File: src/rtl/txdefer_pkg.sv
package txdefer_pkg;

    localparam int LEN_W = 7;

    typedef enum logic [1:0] {
        PH_IDLE  = 2'd0,
        PH_DEFER = 2'd1,
        PH_GAP1  = 2'd2,
        PH_GAP2  = 2'd3
    } gap_phase_e;

    typedef struct packed {
        gap_phase_e phase;
        logic       start;
    } ctrl_state_s;

endpackage

File: src/rtl/txdefer_cnt.sv
module txdefer_cnt #(
    parameter int LEN_W = 7
) (
    input  logic             clk,
    input  logic             rst_n,
    input  logic             clr,
    input  logic             run,
    input  logic [LEN_W-1:0] len,
    output logic             expire
);
    localparam int EXT_W = LEN_W + 1;

    typedef struct packed {
        logic [LEN_W-1:0] cnt;
    } cnt_state_s;

    cnt_state_s       st_q, st_d;
    logic [EXT_W-1:0] cnt_inc;

    always_comb begin
        cnt_inc = {1'b0, st_q.cnt} + EXT_W'(1);
        expire  = run && (cnt_inc >= {1'b0, len});
        st_d    = st_q;
        if (clr) begin
            st_d.cnt = '0;
        end else if (run) begin
            st_d.cnt = expire ? '0 : cnt_inc[LEN_W-1:0];
        end
    end

    always_ff @(posedge clk) begin
        if (!rst_n) st_q <= '0;
        else        st_q <= st_d;
    end
endmodule

File: src/rtl/txdefer_ctrl.sv
module txdefer_ctrl
    import txdefer_pkg::*;
(
    input  logic       clk,
    input  logic       rst_n,
    input  logic       nib_tick,
    input  logic       crs,
    input  logic       tx_req,
    input  logic       expire,
    output logic       cnt_clr,
    output logic       cnt_run,
    output gap_phase_e phase,
    output logic       start
);
    ctrl_state_s st_q, st_d;

    always_comb begin
        st_d       = st_q;
        st_d.start = 1'b0;
        cnt_clr    = 1'b0;
        cnt_run    = 1'b0;
        unique case (st_q.phase)
            PH_IDLE: begin
                cnt_clr = 1'b1;
                if (tx_req) st_d.phase = crs ? PH_DEFER : PH_GAP1;
            end
            PH_DEFER: begin
                cnt_clr = 1'b1;
                if (!tx_req)  st_d.phase = PH_IDLE;
                else if (!crs) st_d.phase = PH_GAP1;
            end
            PH_GAP1: begin
                if (!tx_req) begin
                    st_d.phase = PH_IDLE;
                    cnt_clr    = 1'b1;
                end else if (crs) begin
                    st_d.phase = PH_DEFER;
                    cnt_clr    = 1'b1;
                end else if (nib_tick) begin
                    cnt_run = 1'b1;
                    if (expire) st_d.phase = PH_GAP2;
                end
            end
            PH_GAP2: begin
                if (!tx_req) begin
                    st_d.phase = PH_IDLE;
                    cnt_clr    = 1'b1;
                end else if (nib_tick) begin
                    cnt_run = 1'b1;
                    if (expire) begin
                        st_d.phase = PH_IDLE;
                        st_d.start = 1'b1;
                    end
                end
            end
            default: st_d.phase = PH_IDLE;
        endcase
    end

    always_ff @(posedge clk) begin
        if (!rst_n) st_q <= '{phase: PH_IDLE, start: 1'b0};
        else        st_q <= st_d;
    end

    assign phase = st_q.phase;
    assign start = st_q.start;
endmodule

File: src/rtl/txdefer_gap.sv
module txdefer_gap
    import txdefer_pkg::*;
#(
    parameter int GAP_W = LEN_W
) (
    input  logic             clk,
    input  logic             rst_n,
    input  logic             nib_tick,
    input  logic             crs,
    input  logic             tx_req,
    input  logic [GAP_W-1:0] gap1_len,
    input  logic [GAP_W-1:0] gap2_len,
    output logic             tx_start,
    output logic [1:0]       phase
);
    gap_phase_e       cur_phase;
    logic             cnt_clr, cnt_run, expire;
    logic [GAP_W-1:0] cur_len;

    assign cur_len = (cur_phase == PH_GAP2) ? gap2_len : gap1_len;

    txdefer_ctrl u_ctrl (
        .clk     (clk),
        .rst_n   (rst_n),
        .nib_tick(nib_tick),
        .crs     (crs),
        .tx_req  (tx_req),
        .expire  (expire),
        .cnt_clr (cnt_clr),
        .cnt_run (cnt_run),
        .phase   (cur_phase),
        .start   (tx_start)
    );

    txdefer_cnt #(.LEN_W(GAP_W)) u_cnt (
        .clk   (clk),
        .rst_n (rst_n),
        .clr   (cnt_clr),
        .run   (cnt_run),
        .len   (cur_len),
        .expire(expire)
    );

    assign phase = cur_phase;
endmodule

File: config.mk
export PLATFORM = sky130hd
export DESIGN_NAME = txdefer_gap
export DESIGN_NICKNAME = d
export VERILOG_FILES = /design/src/rtl/txdefer_pkg.sv /design/src/rtl/txdefer_cnt.sv /design/src/rtl/txdefer_ctrl.sv /design/src/rtl/txdefer_gap.sv
export SDC_FILE = /design/constraint.sdc
export NUM_CORES = 1
export LEC_CHECK = 0
export BUFFER_PORTS_ARGS = -buffer_cell sky130_fd_sc_hd__buf_2
export CAP_MARGIN = 20
export CELL_PAD_IN_SITES_DETAIL_PLACEMENT = 1
export CELL_PAD_IN_SITES_GLOBAL_PLACEMENT = 1
export CORE_MARGIN = 5
export CORE_UTILIZATION = 27
export CTS_BUF_LIST = sky130_fd_sc_hd__clkbuf_16
export DETAILED_ROUTE_END_ITERATION = 10
export MAX_ROUTING_LAYER = met4
export PLACE_DENSITY_LB_ADDON = 0.25
export SYNTH_ARGS = -nofsm -noshare
export SYNTH_HDL_FRONTEND = slang
export SYNTH_SLANG_ARGS = --single-unit
File: constraint.sdc
create_clock -name clk -period 2.56 [get_ports clk]
set_input_delay 0.384 -clock clk [delete_from_list [all_inputs] [get_ports clk]]
set_output_delay 0.384 -clock clk [all_outputs]
set_load 0.02 [all_outputs]
==> impl_metrics.yaml, run 1 <==
pwr:
  ir_worst_vdd_mv: 0.336
  power_density_mw_per_mm2: 455
  totalPowerFinal_mw: 0.473
  p_leak_nw: 0.465
global_routing:
  overflow: 0
  grt_start_max_net_pins: 11
  grt_usage: 0.110
  grt_pass1_vias: 736
  grt_antenna_before_repair: 0
  grt_pass1_wl_um: 3470
clocking:
  clock_latency_ps: 240
  cts.sinks: 10
  hold_buffers: 0
  cts_max_level: 1
  clock_path_buffers: 2
  cts_buffers: 3
  cts_tree: "built"
  cts_root_buf: "clkbuf_16"
  path_clk_slew_ps: 40
  cts_setup_buffers: 0
logic_synthesis:
  yosysWarningCount: 0
  synth.avg_cell_area_um2: 9.06
  synthesis.area_um2: 788
  synth_edf_count: 0
  ys_ff_latch: 10
  synth-async-reset-ratio: 0
  synth_cells: 87
  yosysSeqAreaShare: 0.254
  synth_nets: 114
  synth_cell_types: 35
  ys.flop_type: "dfxtp_1"
setup_path:
  required_ps: 2670
  worstSetupStartpointType: "flop"
  cp_max_fo: 6
  cp-end-kind: "flop"
  crit_type: "flop to flop"
  crit_arrival_ps: 2520
floorplanning:
  die_y_um: 64.0
  die_area_mm2: 0.00410
  core_area_mm2: 0.00278
  start_util: 0.283
  dieWidth_um: 64.0
  io_pins: 22
  rows: 19
finish:
  fin_util: 0.374
  nNetsFinal: 142
  stdcell_count: 144
  area_delta_synth_final_pct: 31.9
  most-common-layout-cells: "buf_2, dfxtp_1, nand2_1"
  drive_above_1_share: 0.363
  antenna_cells: 0
  final_common_cell: "buf_2"
  design_area_mm2: 0.00104
detailed_routing:
  drt-initial-drc-count: 9
  wl_per_cell_um: 14.8
  avgViaCountPerCell: 5.26
  drt_pass1_iterations: 4
  wirelength_um: 2130
  final_antenna_net_count: 0
  drcViolationCount: 0
  via_count: 757
timing:
  hold_violations: 0
  drv_slew: 0
  period_needed_ps: 2410
  max_slew_margin: 0.643
  fin_setup_tns_ps: 0
  fmax_ghz: 0.415
  max_slew.worst_pin.slew_ps: 535
  fin_hold_ws_ps: 364
  finClkSkew_ps: 1.57
  setup-violations-final: 0
  fin_crit_sh: 0.942
  setup_slack_ps: 149
placed_design:
  dp_slack_ps: 27.0
  place_congestion: 0.768
  placed_cell_area_um2: 952
  dpl.hpwl_um: 1790
  portBuffers: 21
  dp.cells: 141
outcome:
  status: "completed"
hold_path:
  min_path_type: "primary input to flop"
run:
  drv_cap: 0
==> cells in the mapped netlist, types with 2 or more instances <==
cell / number / share of area
nand3_1: 5 / 0.032
o2111a_1: 2 / 0.029
o21ai_0: 2 / 0.013
or4_1: 2 / 0.019
o22ai_1: 2 / 0.016
mux2i_1: 6 / 0.076
a21oi_1: 6 / 0.038
buf_2: 2 / 0.013
xnor2_1: 3 / 0.033
o2111ai_1: 2 / 0.022
nand2_1: 8 / 0.038
dfxtp_1: 10 / 0.25
nand4_1: 3 / 0.024
ha_1: 8 / 0.13
a211oi_1: 3 / 0.029
inv_1: 4 / 0.019
==> where the power goes <==
part / internal, mW / switching (mW)
clock: 0.202 / 0.0701
sequential: 0.158 / 0.000819
combinational: 0.0203 / 0.0215
==> worst paths after layout <==
kind / from / end / slack (ps) / depth (start not counted)
max: u_cnt.st_q[1] / u_ctrl.phase[1] / 150 / 9
min: crs / u_ctrl.phase[1] / 360 / 2
max reg2reg: u_cnt.st_q[1] / u_ctrl.phase[1] / 150 / 9
min reg2reg: u_cnt.st_q[1] / u_cnt.st_q[1] / 470 / 2
==> layer usage <==
metal  vias up  global-route usage  wire, um
li1        388                   -         -
met1       352               0.135       963
met4         0              0.0312        22
met3         5              0.0333        97
met2        12               0.172      1050
met5         -                   -         0
==> critical path, cell delays in order (launching register included) <==
cell	delay (ps)
dfxtp_2	340
ha_2	180
inv_1	60
or3_2	470
xnor2_2	150
ha_1	320
o2111ai_1	160
o21a_2	280
a211oi_2	240
a211oi_1	80
==> state kept, by name, indices dropped and copies added, names as in the netlist <==
register	count
u_ctrl.start	1
u_cnt.st_q	7
u_ctrl.phase	2
==> cell type report <==
cell class | count | area, um2
Fill cell | 337 | 1740
Multi-Input combinational cell | 70 | 567
Sequential cell | 10 | 201
Timing Repair Buffer | 26 | 143
Clock buffer | 3 | 75.1
Tap cell | 31 | 38.8
Inverter | 4 | 15.0
==> cells by family (layout without fill, tap and decap cells) <==
logic type | after synthesis | count (layout) | synth area share
AOI/OAI and AO/OA | 24 | 24 | 0.244
xor gates and xnor gates | 5 | 5 | 0.0651
adders and majority gates | 8 | 8 | 0.127
buffers and inverters | 7 | 33 | 0.0413
DFF | 10 | 10 | 0.254
muxes | 7 | 7 | 0.0905
and+or+nand+nor | 26 | 26 | 0.178
==> timing repair <==
item,in CTS,in global routing
hold endpoints to repair,0,0
setup endpoints to repair,0,6
gates resized for setup,0,6
(Power assumes the default switching activity.)
==> run 2, diff against run 1 <==
--- a/config.mk
+++ b/config.mk
@@ -10,7 +10,7 @@
 export CELL_PAD_IN_SITES_DETAIL_PLACEMENT = 1
 export CELL_PAD_IN_SITES_GLOBAL_PLACEMENT = 1
 export CORE_MARGIN = 5
-export CORE_UTILIZATION = 27
+export CORE_UTILIZATION = 33
 export CTS_BUF_LIST = sky130_fd_sc_hd__clkbuf_16
 export DETAILED_ROUTE_END_ITERATION = 10
 export MAX_ROUTING_LAYER = met4
==> run 2 against run 1 <==
Net effect:
- sequential share of layout area is 0.090 points higher
- via count increased by 4.0%
- design area fell by 1.1%
- largest cell class unchanged
- highest routed layer unchanged
- critical path depth unchanged
==> impl_metrics.yaml, run 2 (synthesis results as in run 1) <==
timing:
  drv_slew: 0
  hold_violations: 0
  setup-violations-final: 0
  fin_crit_sh: 0.961
  fin_setup_tns_ps: 0
  max_slew.worst_pin.slew_ps: 471
  finClkSkew_ps: 1.26
  max_slew_margin: 0.686
  fmax_ghz: 0.406
  period_needed_ps: 2460
  rsz0062_at_grt: "no"
finish:
  largest_reg_flops: 7
  final_common_cell: "buf_2"
  stdcell_count: 142
  most-common-layout-cells: "buf_2, dfxtp_1, nand2_1, ha_1"
  largest-register: "u_cnt.st_q"
  area_delta_synth_final_pct: 30.5
  antenna_cells: 0
  drive_above_1_share: 0.325
  nNetsFinal: 142
clocking:
  cts_max_level: 1
  cts_buffers: 3
  clock_path_buffers: 2
  cts_setup_buffers: 0
  cts_root_buf: "clkbuf_16"
  cts.sinks: 10
  path_clk_slew_ps: 40
  cts_tree: "built"
  clock_latency_ps: 240
global_routing:
  grt_pass1_vias: 828
  overflow: 0
  grt_pass1_wl_um: 3660
  grt_antenna_before_repair: 0
  grt_start_max_net_pins: 11
  grt_usage: 0.141
floorplanning:
  dieWidth_um: 58.9
  die_area_mm2: 0.00347
  start_util: 0.350
  rows: 17
  core_area_mm2: 0.00225
  io_pins: 22
  die_y_um: 58.9
hold_path:
  min_path_type: "primary input to flop"
placed_design:
  dp.cells: 138
  place_congestion: 0.789
  portBuffers: 21
  dpl.hpwl_um: 1740
detailed_routing:
  drt-initial-drc-count: 5
  wirelength_um: 2100
  wl_per_cell_um: 14.8
  drcViolationCount: 0
  drt_pass1_iterations: 4
  via_count: 787
  final_antenna_net_count: 0
  avgViaCountPerCell: 5.54
setup_path:
  cp_max_fo: 6
  worstSetupStartpointType: "flop"
  crit_arrival_ps: 2560
  required_ps: 2660
  cp-end-kind: "flop"
  crit_type: "flop to flop"
pwr:
  ir_worst_vdd_mv: 0.411
  totalPowerFinal_mw: 0.479
  power_density_mw_per_mm2: 466
  p_leak_nw: 0.467
outcome:
  status: "completed"
run:
  drv_cap: 0
run 2: what timing repair did:
item                                    4_1_cts  5_1_grt
hold buffers                                  0        0
endpoints found under the setup margin        0        3
gates resized for setup                       0        2
run 2: where the power goes:
part	switching, mW	total, mW	internal, mW
registers	0.000821	0.159	0.158
clock network	0.0744	0.279	0.205
logic	0.0209	0.0411	0.0202
run 2: worst max-delay path, stage by stage, from the launching register on:
cell	delay [ps]
dfxtp_1	330
ha_1	180
inv_1	70
or3_2	490
xnor2_2	170
ha_1	300
o2111ai_1	140
o21a_2	290
a211oi_2	280
a211oi_1	70
run 2: metal layers:
metal  global-route usage  vias to the layer above  share of wire
met5                    -                        -              0
met1                0.157                      376           0.44
li1                     -                      395              -
met4               0.0356                        0          0.012
met2                0.240                       12           0.51
met3               0.0504                        4          0.041
run 2: path summary, 6_finish.rpt:
kind	from	endpoint	slack, ps	cells after the start
max	u_cnt.st_q[0]	u_ctrl.phase[0]	100	9
min	crs	u_ctrl.phase[1]	360	2
max reg2reg	u_cnt.st_q[0]	u_ctrl.phase[0]	100	9
min reg2reg	u_cnt.st_q[4]	u_cnt.st_q[4]	510	2
run 2: cell type report:
type,count,area (um2)
Clock buffer,3,75.1
Clock inverter,1,3.75
Fill cell,287,1230
Inverter,4,15.0
Multi-Input combinational cell,70,557
Sequential cell,10,200
Tap cell,28,35.0
Timing Repair Buffer,26,143
run 2: through the flow:
stage,util,area [um2],hold slack (ps),setup WS [ps]
2_1_floorplan,-,788,462,184
3_3_place_gp,0.421,948,496,152
3_5_place_dp,0.421,948,509,90.5
4_1_cts,0.456,1030,362,1.15
5_1_grt,0.456,1030,374,1.47
6_report,0.456,1030,357,99.1
